### config.mk
export PLATFORM = sky130hd
export DESIGN_NAME = spi_mem_cmd
export DESIGN_NICKNAME = d
export VERILOG_FILES = /design/src/rtl/spi_mem_cmd.sv
export SDC_FILE = /design/constraint.sdc
export NUM_CORES = 1
export LEC_CHECK = 0
export ABC_AREA = 1
export CAP_MARGIN = 25
export CORE_ASPECT_RATIO = 1.25
export CORE_MARGIN = 2
export CORE_UTILIZATION = 30
export CTS_CLUSTER_SIZE = 24
export DETAILED_ROUTE_END_ITERATION = 16
export PLACE_DENSITY = 0.54
export REMOVE_ABC_BUFFERS = 1
export SLEW_MARGIN = 10
export SYNTH_ARGS = -nofsm -noshare
export SYNTH_HDL_FRONTEND = slang
export SYNTH_SLANG_ARGS = --single-unit
### constraint.sdc
create_clock -name clk -period 2.3 [get_ports clk]
set_input_delay 0.23 -clock clk [delete_from_list [all_inputs] [get_ports clk]]
set_output_delay 0.23 -clock clk [all_outputs]
set_load 0.01 [all_outputs]
### src/rtl/spi_mem_cmd.sv
module spi_mem_cmd #(
  parameter int ADDR_W = 15
) (
  input  logic              clk,
  input  logic              rst_n,
  input  logic              cs_n,
  input  logic              sck,
  input  logic              si,
  input  logic              hold_n,
  output logic              so,
  output logic              so_oe,
  output logic [ADDR_W-1:0] mem_addr,
  output logic [7:0]        mem_wdata,
  output logic              mem_we,
  input  logic [7:0]        mem_rdata,
  input  logic              wr_ok,
  input  logic [7:0]        stat_rdata,
  output logic              wen_set,
  output logic              wen_clr,
  output logic              stat_we,
  output logic [7:0]        stat_wdata
);

  localparam logic [7:0] OP_WEN   = 8'h06;
  localparam logic [7:0] OP_WDIS  = 8'h04;
  localparam logic [7:0] OP_SRD   = 8'h05;
  localparam logic [7:0] OP_SWR   = 8'h01;
  localparam logic [7:0] OP_READ  = 8'h03;
  localparam logic [7:0] OP_WRITE = 8'h02;
  localparam logic [7:0] OP_SLEEP = 8'hB9;
  localparam logic [7:0] OP_WAKE  = 8'hAB;

  typedef enum logic [2:0] {S_CMD, S_ADDR, S_WDAT, S_RDAT, S_SOUT, S_SIN, S_SKIP} st_t;

  logic [3:0] sync1, sync2;
  logic       sck_d;
  st_t        st;
  logic [2:0] bitcnt;
  logic [7:0] rx_sh, tx_sh, addr_hi;
  logic       hi_done, is_rd, out_on, wr_adv, sleep_r;
  logic [ADDR_W-1:0] addr;

  wire cs_s   = sync2[3];
  wire sck_s  = sync2[2];
  wire si_s   = sync2[1];
  wire hold_s = sync2[0];

  wire active    = !cs_s && hold_s;
  wire rise      = active && sck_s && !sck_d;
  wire fall      = active && !sck_s && sck_d;
  wire [7:0] rx_byte = {rx_sh[6:0], si_s};
  wire byte_done = rise && (bitcnt == 3'd7);
  wire out_st    = (st == S_RDAT) || (st == S_SOUT);
  wire [15:0] full_addr = {addr_hi, rx_byte};

  assign mem_addr = addr;
  assign so       = so_oe & tx_sh[7];

  always_ff @(posedge clk or negedge rst_n) begin
    if (!rst_n) begin
      sync1 <= 4'b1001;
      sync2 <= 4'b1001;
      sck_d <= 1'b0;
      st <= S_CMD;
      bitcnt <= '0;
      rx_sh <= '0;
      tx_sh <= '0;
      addr_hi <= '0;
      hi_done <= 1'b0;
      is_rd <= 1'b0;
      out_on <= 1'b0;
      wr_adv <= 1'b0;
      sleep_r <= 1'b0;
      addr <= '0;
      so_oe <= 1'b0;
      mem_we <= 1'b0;
      mem_wdata <= '0;
      wen_set <= 1'b0;
      wen_clr <= 1'b0;
      stat_we <= 1'b0;
      stat_wdata <= '0;
    end else begin
      sync1 <= {cs_n, sck, si, hold_n};
      sync2 <= sync1;
      sck_d <= sck_s;
      mem_we <= 1'b0;
      wen_set <= 1'b0;
      wen_clr <= 1'b0;
      stat_we <= 1'b0;
      wr_adv <= 1'b0;
      so_oe <= active && out_on;
      if (wr_adv) addr <= addr + 1'b1;

      if (cs_s) begin
        st <= S_CMD;
        bitcnt <= '0;
        hi_done <= 1'b0;
        out_on <= 1'b0;
      end else begin
        if (rise) begin
          rx_sh <= rx_byte;
          bitcnt <= bitcnt + 3'd1;
        end
        if (byte_done) begin
          case (st)
            S_CMD: begin
              st <= S_SKIP;
              if (sleep_r) begin
                if (rx_byte == OP_WAKE) sleep_r <= 1'b0;
              end else begin
                case (rx_byte)
                  OP_WEN:   wen_set <= 1'b1;
                  OP_WDIS:  wen_clr <= 1'b1;
                  OP_SRD:   st <= S_SOUT;
                  OP_SWR:   st <= S_SIN;
                  OP_READ:  begin st <= S_ADDR; is_rd <= 1'b1; end
                  OP_WRITE: begin st <= S_ADDR; is_rd <= 1'b0; end
                  OP_SLEEP: sleep_r <= 1'b1;
                  default:  st <= S_SKIP;
                endcase
              end
            end
            S_ADDR: begin
              if (!hi_done) begin
                addr_hi <= rx_byte;
                hi_done <= 1'b1;
              end else begin
                addr <= full_addr[ADDR_W-1:0];
                st <= is_rd ? S_RDAT : S_WDAT;
              end
            end
            S_WDAT: begin
              mem_we <= wr_ok;
              mem_wdata <= rx_byte;
              wr_adv <= 1'b1;
            end
            S_RDAT: addr <= addr + 1'b1;
            S_SIN: begin
              stat_we <= 1'b1;
              stat_wdata <= rx_byte;
              st <= S_SKIP;
            end
            default: ;
          endcase
        end
        if (fall && out_st && bitcnt == 3'd0) begin
          tx_sh <= (st == S_RDAT) ? mem_rdata : stat_rdata;
          out_on <= 1'b1;
        end else if (fall && out_on) begin
          tx_sh <= {tx_sh[6:0], 1'b0};
        end
      end
    end
  end

endmodule


==> results of run 1 <==
## cells by family (layout without fill, tap and decap cells)
| kind of cell | after synthesis | after routing | share of synthesized area [%] |
|---|---|---|---|
| adder cells (fa/ha/maj) | 4 | 4 | 1.26 |
| flip-flops | 78 | 78 | 49.1 |
| buffers and inverters | 56 | 124 | 5.78 |
| AND/OR/NAND/NOR | 270 | 270 | 29.7 |
| XOR/XNOR | 9 | 9 | 1.98 |
| AO/OA/AOI/OAI | 83 | 83 | 11.4 |
| multiplexers | 3 | 3 | 0.754 |
## per-stage QoR
| step | instance area (um2) | total power, mW |
|---|---|---|
| finish | 5100 | 3.17 |
| global route | 5100 | 3.31 |
| global placement | 4770 | 1.67 |
| CTS | 5100 | 3.22 |
| detailed placement | 4770 | 1.67 |
| floorplan | 3920 | 1.55 |
## final cells by class
| class | instances | area (um2) |
|---|---|---|
| Sequential cell | 78 | 1960 |
| Fill cell | 1370 | 8010 |
| Multi-Input combinational cell | 369 | 1800 |
| Timing Repair Buffer | 65 | 648 |
| Tap cell | 171 | 214 |
| Inverter | 43 | 161 |
| Clock buffer | 10 | 239 |
| Clock inverter | 6 | 85.1 |
## worst max-delay path by stage
stage / start / to / slack, ps
final: sync2[0] / mem_addr[5] / 470
after global routing: sync2[0] / mem_addr[6] / 260
after CTS: sync2[0] / mem_addr[5] / 460
after detailed placement: sync2[0] / mem_addr[5] / 460
after global placement: sync2[0] / mem_addr[5] / 490
after floorplan: sync2[0] / mem_wdata[0] / 590
## what timing repair did
item,CTS,global route
hold buffers,1,0
resized for setup,0,0
endpoints found under the hold margin,26,0
## critical path, delay by kind of cell, from the launching register on
family,cells,cell delay [ps]
AOI/OAI and AO/OA,2,250
buffers and inverters,2,240
DFF,1,520
and+or+nand+nor,5,710
## cells in the mapped netlist, drive strengths merged (6+ instances only)
cell / instances / area share, %
dfrtp: 74 / 46
nand4: 9 / 1.9
inv: 43 / 4.1
or2: 7 / 1.1
nor2: 31 / 3.8
nand3: 26 / 3.4
o21ai: 68 / 9.3
buf: 9 / 1.4
xnor2: 6 / 1.3
nand2: 189 / 18
a21oi: 10 / 1.3
## flip-flops by register name, summed over array words and instances (netlist names), 3 cells and up
signal and flops:
rx_sh 7, tx_sh 8, mem_addr 15, bitcnt 3
sync1 4, addr_hi 7, mem_wdata 8, sync2 4
st 3, stat_wdata 8
## report_power, final
part / internal (mW) / switching, mW / total, mW
Combinational: 0.0710 / 0.144 / 0.215
Sequential: 1.41 / 0.0230 / 1.43
Clock: 0.975 / 0.552 / 1.53
## per-layer routing
metal,up-vias,routed length (um),share of wire [%],global-route usage [%]
met5,-,0,0,0
met4,0,184,1.9,5.99
met3,11,376,3.9,2.76
met2,77,4700,49,23.3
met1,1667,4400,46,19.5
li1,1755,-,-,-
==> results.md, run 1 <==
- Area grow syn2layout: 28.0%
- Reg2Reg Setup Slack: 470 ps
- Placement Setup Slack: 458 ps
- Tightest Pin Transition: 458 ps
- Post-CTS Setup Bufs: 0
- Setup Crit Path Kind: flip-flop to flip-flop
- First-pass iteration count of the detailed router: 6
- Min Tclk post-route: roughly 1800 ps
- Crit path launch type: flip-flop
- Gp weighted congestion: about 0.87
- Arrival @ worst endpoint: slightly above 2000 ps
- # rows: 47
- Static Leak: approximately 2.3 nW
- Vias per cell: around 4.7
- Skew-Pair Late Insertion Delay: 340 ps
- Clock buffer count from CTS: 9
- Most frequent cells in the layout: nand2_1 (183), dfrtp_1 (74), clkdlybuf4s50_1 (58)
- Clock Path Buffers: 2
- Largest net degree at the start of global routing: between 40 and 50
- Detail Route Antenna Nets: 0
- Power per standard cell area: between 600 and 700 nW/um2
- Reg2Reg Capture Point: mem_addr[5]
- Vias in the first global route: roughly 3400
- Hold Vio Cnt, Final: 0
- Hold path start: cs_n
- DIE AREA: roughly 14000 um2
- Initial antenna violation count: 0
- MaxCap Viol Count: 0
- GRT Total Usage: 14.6%
- Setup violation total in the final timing report: 0
- Ys flop type: dfrtp_1
- Final wirelength: 9660 um
- Status: finished clean
- Post-Synthesis Cells: 503
- H-tree lvl count: 3
- Root Buffer: clkbuf_16
- Slowest stage cell, crit path: dfstp_2
- Crit Path Max Fanout: 21
- Setup crit end kind: flip-flop
- Number of diodes: 0
- Hold Path End: sync1[3]
- Rel. slew slack: between 60% and 70%
- Core box area: between 10000 and 15000 um2
- Synth Register Bits: 78
- Crit-path most repeated cell: nand2_2
- Async set-reset flop share out of synthesis: 100%
- Share of post-route cells with drive strength above 1: about a tenth
- Reg clk slew, reported paths: approximately 60 ps
- Worst Skew: 6.24 ps
- Syn_area_per_cell: between 7 and 8 um2
- DP Wirelength: just under 7000 um
- IO Pins: 60
- Final slew viol count: 0
- Avg WL per Cell: between 10 and 15 um
- Peak Freq: 545 MHz
- Final core occ: between 30% and 40%
- First-pass GRT wire length: 16500 um
- Initial core utilization: a little over 30%
- CTS tree: built
- Vias: between 3000 and 4000
- Worst setup margin: ~470 ps
- Chip Width: approximately 110 um
- Fin crit share: between 70% and 80%
- Commonest non-fill, non-tap cell in the layout: nand2_1
- Reg-to-reg startpoint: sync2[0]
- Die height: 133 um
- Hold/Removal Path Class: primary input to flip-flop
- Synthesized cell area: roughly 4000 um2
- Required @ worst endpoint: 2520 ps
- Post-synth EDFFs: 0
- Clock Sinks: between 70 and 80
- Yosys cell types: 34
- Worst hold slack: 305 ps
- Slowest stage delay, CP: ~520 ps
- Worst Hold Depth: 1
- Setup_tns: 0 ps
- Final net count: ~590
- DR iter-0 viols: 160
- DRC errors left: 0
- Worst r2r path cells: 9
- RSZ-0062 raised after global routing: no
- IO Port Bufs: 59
- Crit-path cells: inv_1 > nor2_1 > nand2_2 > nor2_4 > nand2_2 > inv_2 > o21ai_0 > o21ai_1 > nand2_1
- Fin cells: roughly 740
- Ys Warns: 0
- Placed Cells incl. Taps: 725
- Grt total ovfl: 0
- Post-synthesis sequential area ratio: between 40% and 50%
- Maximum ir drop on the vdd rail: around 0.00041 V
Note: power is estimated with default switching activity, not from simulation.
==> run 2: changes to the inputs <==
--- a/config.mk
+++ b/config.mk
@@ -12,7 +12,7 @@
 export CORE_UTILIZATION = 30
 export CTS_CLUSTER_SIZE = 24
 export DETAILED_ROUTE_END_ITERATION = 16
-export PLACE_DENSITY = 0.54
+export PLACE_DENSITY = 0.56
 export REMOVE_ABC_BUFFERS = 1
 export SLEW_MARGIN = 10
 export SYNTH_ARGS = -nofsm -noshare
==> constraint.sdc (replaced) <==
create_clock -name clk -period 1.6 [get_ports clk]
set_input_delay 0.16 -clock clk [delete_from_list [all_inputs] [get_ports clk]]
set_output_delay 0.16 -clock clk [all_outputs]
set_load 0.01 [all_outputs]
==> results.md, run 2 (synthesis results as in run 1) <==
- DR iter-0 viols: 137 (-14%)
- Required @ worst endpoint: 1870 ps (-650 ps)
- Setup_tns: -22.1 ps (-22.1 ps)
- Largest net degree at the start of global routing: 54 (+10%)
- Clock Sinks: 78 (unchanged)
- Chip Width: 107 um (unchanged)
- Final Cell Area: 5630 um2 (+10%)
- Min Tclk post-route: 1620 ps (-212 ps)
- Failing checks: negative setup slack
- GRT Total Usage: 15.1% (+0.45 points)
- DIE AREA: 14200 um2 (unchanged)
- Setup violation total in the final timing report: 1 (+1)
- Die height: 133 um (unchanged)
- Clock buffer count from CTS: 9 (unchanged)
- Peak Freq: 616 MHz (+13%)
- Switching Share: 22.4% (-0.27 points)
- Core box area: 13100 um2 (unchanged)
- Initial antenna violation count: 0 (unchanged)
- Hold/Removal Path Class: primary input to flip-flop
- Worst Skew: 4.21 ps (-2.02 ps)
- H-tree lvl count: 3 (unchanged)
- DRC errors left: 0 (unchanged)
- Hold Vio Cnt, Final: 0 (unchanged)
- Post-DP Area: 4960 um2 (+4.1%)
- DP Wirelength: 7230 um (+4.8%)
- CTS tree: built
- Comb pwr share: 7.6% (+0.8 points)
- Crit path launch type: flip-flop
- Max reg flops: 15 (unchanged)
- Psw: 1.09 mW (+51%)
- Crit Path Max Fanout: 4 (-81%)
- Clock Path Buffers: 2 (unchanged)
- Fillers: 1301 (-5.0%)
- IO Port Bufs: 59 (unchanged)
- MaxCap Viol Count: 0 (unchanged)
- Final net count: 626 (+5.6%)
- Vias in the first global route: 3504 (+3.0%)
- Area grow syn2layout: 41.2%
- Setup Crit Path Kind: flip-flop to flip-flop
- Vias per cell: 4.63 (-2.1%)
- Avg WL per Cell: 13.2 um (+1.0%)
- Arrival @ worst endpoint: 1890 ps (-170 ps)
- Setup crit end kind: flip-flop
- Final slew viol count: 0 (unchanged)
- Vias: 3588 (+2.2%)
- Grt total ovfl: 0 (unchanged)
- Sequential share of power: 42.4% (-2.7 points)
- Fin crit share: 101% (+22 points)
- Maximum ir drop on the vdd rail: 0.000557 V (+35%)
- Rel. slew slack: 70.0% (+0.59 points)
- Worst setup margin: -22.1 ps (-488 ps)
- IO Pins: 60 (unchanged)
- Detail Route Antenna Nets: 0 (unchanged)
- Power per standard cell area: 862 nW/um2 (+39%)
- Share of post-route cells with drive strength above 1: 20.5% (+11 points)
- Gp weighted congestion: 0.841 (-3.5%)
- Reg clk slew, reported paths: 60 ps (about the same)
- Static Leak: 2.60 nW (+11%)
- First-pass GRT wire length: 17100 um (+3.6%)
- Number of diodes: 0 (unchanged)
- Power Internal: 3.76 mW (+54%)
- Total power: 4.85 mW (+53%)
- Initial core utilization: 30.4% (unchanged)
- RSZ-0062 raised after global routing: yes
- # rows: 47 (unchanged)
- First-pass iteration count of the detailed router: 4 (-2)
- Root Buffer: clkbuf_16
- Status: complete, but fails checks
- Commonest non-fill, non-tap cell in the layout: nand2_1
- Clock power share: 50.0% (+1.8 points)
- Tightest Pin Transition: 450 ps (-8.77 ps)
- Most frequent cells in the layout: nand2_1 (170), dfrtp_1 (71), clkdlybuf4s50_1 (58)
- Final wirelength: 10200 um (+5.5%)
- Skew-Pair Late Insertion Delay: 330 ps (about the same)
==> run 2: cell types whose count changed in the layout (fill, tap and decap cells not counted), sizes merged <==
cell and delta:
buf +30, clkbuf +3, clkinv -2, bufinv +1
nand2 +1
==> run 2: power by group through the flow <==
stage / Clock [mW] / Combinational [mW] / Sequential [mW]
global placement: 0 / 0.351 / 2.09
detailed placement: 0 / 0.354 / 2.09
CTS: 2.47 / 0.361 / 2.06
finish: 2.43 / 0.368 / 2.06
global route: 2.58 / 0.419 / 2.06
floorplan: 0 / 0.150 / 2.08
==> run 2: final timing paths <==
kind / from / end / slack (ps) / cells past startpoint
min: cs_n / sync1[3] / 240 / 1
max in group asynchronous: rst_n / mem_addr[6] / 690 / 3
max reg2reg: sync2[0] / st[0] / -20 / 10
max: sync2[0] / st[0] / -20 / 10
min reg2reg: sync1[2] / sync2[2] / 350 / 0
min in group asynchronous: rst_n / sck_d / 290 / 2
==> run 2: critical path, cell delays in order, from the launching register on <==
cell and delay, ps:
dfstp_2 530, inv_2 30, nor2_2 80, nand2_2 80, nor2_4 180, buf_6 160
inv_4 40, nor3_4 190, buf_4 160, nand2_2 40, nand2_1 60
==> run 2: repair_timing <==
item | CTS | global route
hold buffers | 1 | 0
buffers inserted | 0 | 7
resized for setup | 7 | 48
cloned | 0 | 3
endpoints found under the setup margin | 18 | 53
pin swaps | 0 | 6
endpoints found under the hold margin | 21 | 0
==> run 2: layout make-up <==
| class | instances | area [um2] | area share (%) |
|---|---|---|---|
| inverters | 43 | 164 | 2.91 |
| flip-flops and latches | 78 | 1960 | 34.8 |
| clock inverters | 5 | 105 | 1.87 |
| multi-input cells | 370 | 1980 | 35.2 |
| well taps | 171 | 214 | 3.80 |
| repair buffers | 97 | 952 | 16.9 |
| clock buffers | 11 | 253 | 4.49 |
==> run 2: layer usage <==
layer	routed length (um)	global-route usage, %	vias to the layer above
met5	0	0	-
met3	365	3.10	13
met1	4500	19.8	1696
li1	-	-	1821
met4	198	6.06	0
met2	5130	24.2	58
==> run 2: metrics by stage <==
step	cells	worst slack [ps]	utilization [%]	hold WS, ps
2_1_floorplan	490	-113	-	-136
3_3_place_gp	748	-6.55	37.9	103
3_5_place_dp	748	-40.0	37.9	108
4_1_cts	765	-24.0	40.9	232
5_1_grt	775	-131	42.9	237
6_report	775	-22.1	42.9	237
==> run 3: changes to the inputs <==
--- a/config.mk
+++ b/config.mk
@@ -14,6 +14,7 @@
 export DETAILED_ROUTE_END_ITERATION = 16
 export PLACE_DENSITY = 0.56
 export REMOVE_ABC_BUFFERS = 1
+export SKIP_LAST_GASP = 1
 export SLEW_MARGIN = 10
 export SYNTH_ARGS = -nofsm -noshare
 export SYNTH_HDL_FRONTEND = slang
==> results.md, run 3 (synthesis results as in run 1) <==
- Setup Crit Path Kind: flip-flop to flip-flop
- Metal-1 WL: 4540 um (+0.84%)
- First-pass GRT wire length: 17100 um (unchanged)
- DRC errors left: 0 (unchanged)
- Hold Vio Cnt, Final: 0 (unchanged)
- DP Wirelength: 7230 um (unchanged)
- Vias in the first global route: 3504 (unchanged)
- Die height: 133 um (unchanged)
- Final wirelength: 10300 um (+0.78%)
- Peak Freq: 619 MHz (+0.42%)
- Avg WL per Cell: 13.2 um (+0.27%)
- Arrival @ worst endpoint: 1890 ps (about the same)
- Power Internal: 3.76 mW (about the same)
- H-tree lvl count: 3 (unchanged)
- Initial antenna violation count: 0 (unchanged)
- Met3 WL post-DR: 426 um (+17%)
- Total power: 4.85 mW (about the same)
- Slowest stage cell, crit path: dfrtp_1
- Clock Sinks: 78 (unchanged)
- IO Pins: 60 (unchanged)
- Power per standard cell area: 866 nW/um2 (+0.50%)
- Core box area: 13100 um2 (unchanged)
- CTS tree: built
- Gp weighted congestion: 0.841 (unchanged)
- Hold/Removal Path Class: primary input to flip-flop
- Commonest non-fill, non-tap cell in the layout: nand2_1
- Grt total ovfl: 0 (unchanged)
- IO Port Bufs: 59 (unchanged)
- Setup violation total in the final timing report: 8 (+7)
- Comb pwr share: 7.6% (about the same)
- Maximum ir drop on the vdd rail: 0.000553 V (-0.80%)
- Clock Path Buffers: 2 (unchanged)
- Crit Path Max Fanout: 5 (+1)
- Chip Width: 107 um (unchanged)
- MaxCap Viol Count: 0 (unchanged)
- Number of diodes: 0 (unchanged)
- Rel. slew slack: 69.2% (-0.77 points)
- Fin crit share: 101% (-0.42 points)
- Most frequent cells in the layout: nand2_1 (180), dfrtp_1 (71), clkdlybuf4s50_1 (58)
- Switching Share: 22.4% (-0.047 points)
- Vias: 3627 (+1.1%)
- Final core occ: 42.7% (-0.23 points)
- Worst setup margin: -15.3 ps (+6.77 ps)
- Psw: 1.08 mW (-0.25%)
- Final net count: 630 (+0.64%)
- Share of post-route cells with drive strength above 1: 17.9% (-2.6 points)
- Clock power share: 50.0% (about the same)
- Max reg flops: 15 (unchanged)
- Top Layer Used: met4
- Area grow syn2layout: 40.5%
- Status: complete, but fails checks
- Min Tclk post-route: 1620 ps (-6.77 ps)
- Setup crit end kind: flip-flop
- RSZ-0062 raised after global routing: yes
- Reg clk slew, reported paths: 60 ps (about the same)
- Final slew viol count: 0 (unchanged)
- Crit-path cells: inv_2 > nor2_4 > nand2_2 > nor2_4 > buf_12 > nor3_4 > nor2_1 > nand2_1 > nand2_1
- DR iter-0 viols: 158 (+15%)
- # rows: 47 (unchanged)
- Vias per cell: 4.66 (+0.57%)
- Met2 WL: 5080 um (-0.98%)
- Initial core utilization: 30.4% (unchanged)
- Worst Skew: 4.10 ps (-0.110 ps)
- First-pass iteration count of the detailed router: 4 (unchanged)
- Crit path launch type: flip-flop
- Fillers: 1309 (+0.61%)
- Tightest Pin Transition: 461 ps (+11.5 ps)
- Root Buffer: clkbuf_16
- Skew-Pair Late Insertion Delay: 330 ps (about the same)
- Setup_tns: -48.5 ps (-26.4 ps)
- Slowest stage delay, CP: 410 ps (-120 ps)
- Failing checks: negative setup slack
- GRT Total Usage: 15.1% (unchanged)
- Largest net degree at the start of global routing: 54 (unchanged)
- Clock buffer count from CTS: 9 (unchanged)
- Placed Cells incl. Taps: 748 (unchanged)
- Sequential share of power: 42.4% (about the same)
- Fin cells: 779 (+0.52%)
- Placement Setup Slack: -40.0 ps (unchanged)
- DIE AREA: 14200 um2 (unchanged)
- Static Leak: 2.60 nW (+0.22%)
- Required @ worst endpoint: 1870 ps (about the same)
- Detail Route Antenna Nets: 0 (unchanged)
-- run 3: cell types whose count changed in the layout (fill, tap and decap cells not counted), sizes merged --
cell and delta:
buf +6, clkbuf -2
-- run 3: power by group through the flow --
stage | Sequential [mW] | Clock, mW | Combinational [mW]
6_report | 2.06 | 2.42 | 0.366
5_1_grt | 2.06 | 2.57 | 0.419
4_1_cts | 2.06 | 2.47 | 0.361
3_5_place_dp | 2.09 | 0 | 0.354
3_3_place_gp | 2.09 | 0 | 0.351
2_1_floorplan | 2.08 | 0 | 0.150
-- run 3: per-layer routing --
layer,up-vias,track usage [%]
li1,1829,-
met1,1724,19.8
met2,59,24.2
met3,15,3.10
met4,0,6.06
met5,-,0
-- run 3: final cells by class --
type,instances,area (um2),share of cell area (%)
timing repair buffer,101,992,17.7
clock buffer,11,253,4.52
multi-input combinational,370,1910,34.1
sequential,78,1960,35.0
inverter,43,161,2.88
clock inverter,5,105,1.88
tap,171,214,3.82
-- run 3: path summary, 6_finish.rpt --
path	from	endpoint	slack (ps)	cells past startpoint
worst max-delay path	st[0]	st[0]	-20	9
worst min-delay path	cs_n	sync1[3]	240	1
worst max register to register	st[0]	st[0]	-20	9
worst min register to register	sync1[2]	sync2[2]	350	0
max in group asynchronous	rst_n	mem_addr[6]	690	3
min in group asynchronous	rst_n	sck_d	290	2
-- run 3: worst max-delay path: cells and delay by family, from the launching register on --
family                 cells  cell delay (ps)
flip-flops                 1              410
AND/OR/NAND/NOR            7              940
buffers and inverters      2              220
-- run 3: stage by stage --
step | hold slack [ps] | cell area [um2]
6_report | 236 | 5600
5_1_grt | 237 | 5600
4_1_cts | 232 | 5360
3_5_place_dp | 108 | 4960
3_3_place_gp | 103 | 4960
2_1_floorplan | -136 | 3920
-- run 3: repair_timing --
| item | in CTS | in global routing |
|---|---|---|
| pin swaps | 0 | 11 |
| gates resized for setup | 5 | 34 |
| buffers inserted | 0 | 13 |
| hold endpoints to repair | 21 | 0 |
| cloned | 0 | 1 |
| setup endpoints to repair | 18 | 52 |
| hold buffers | 1 | 0 |
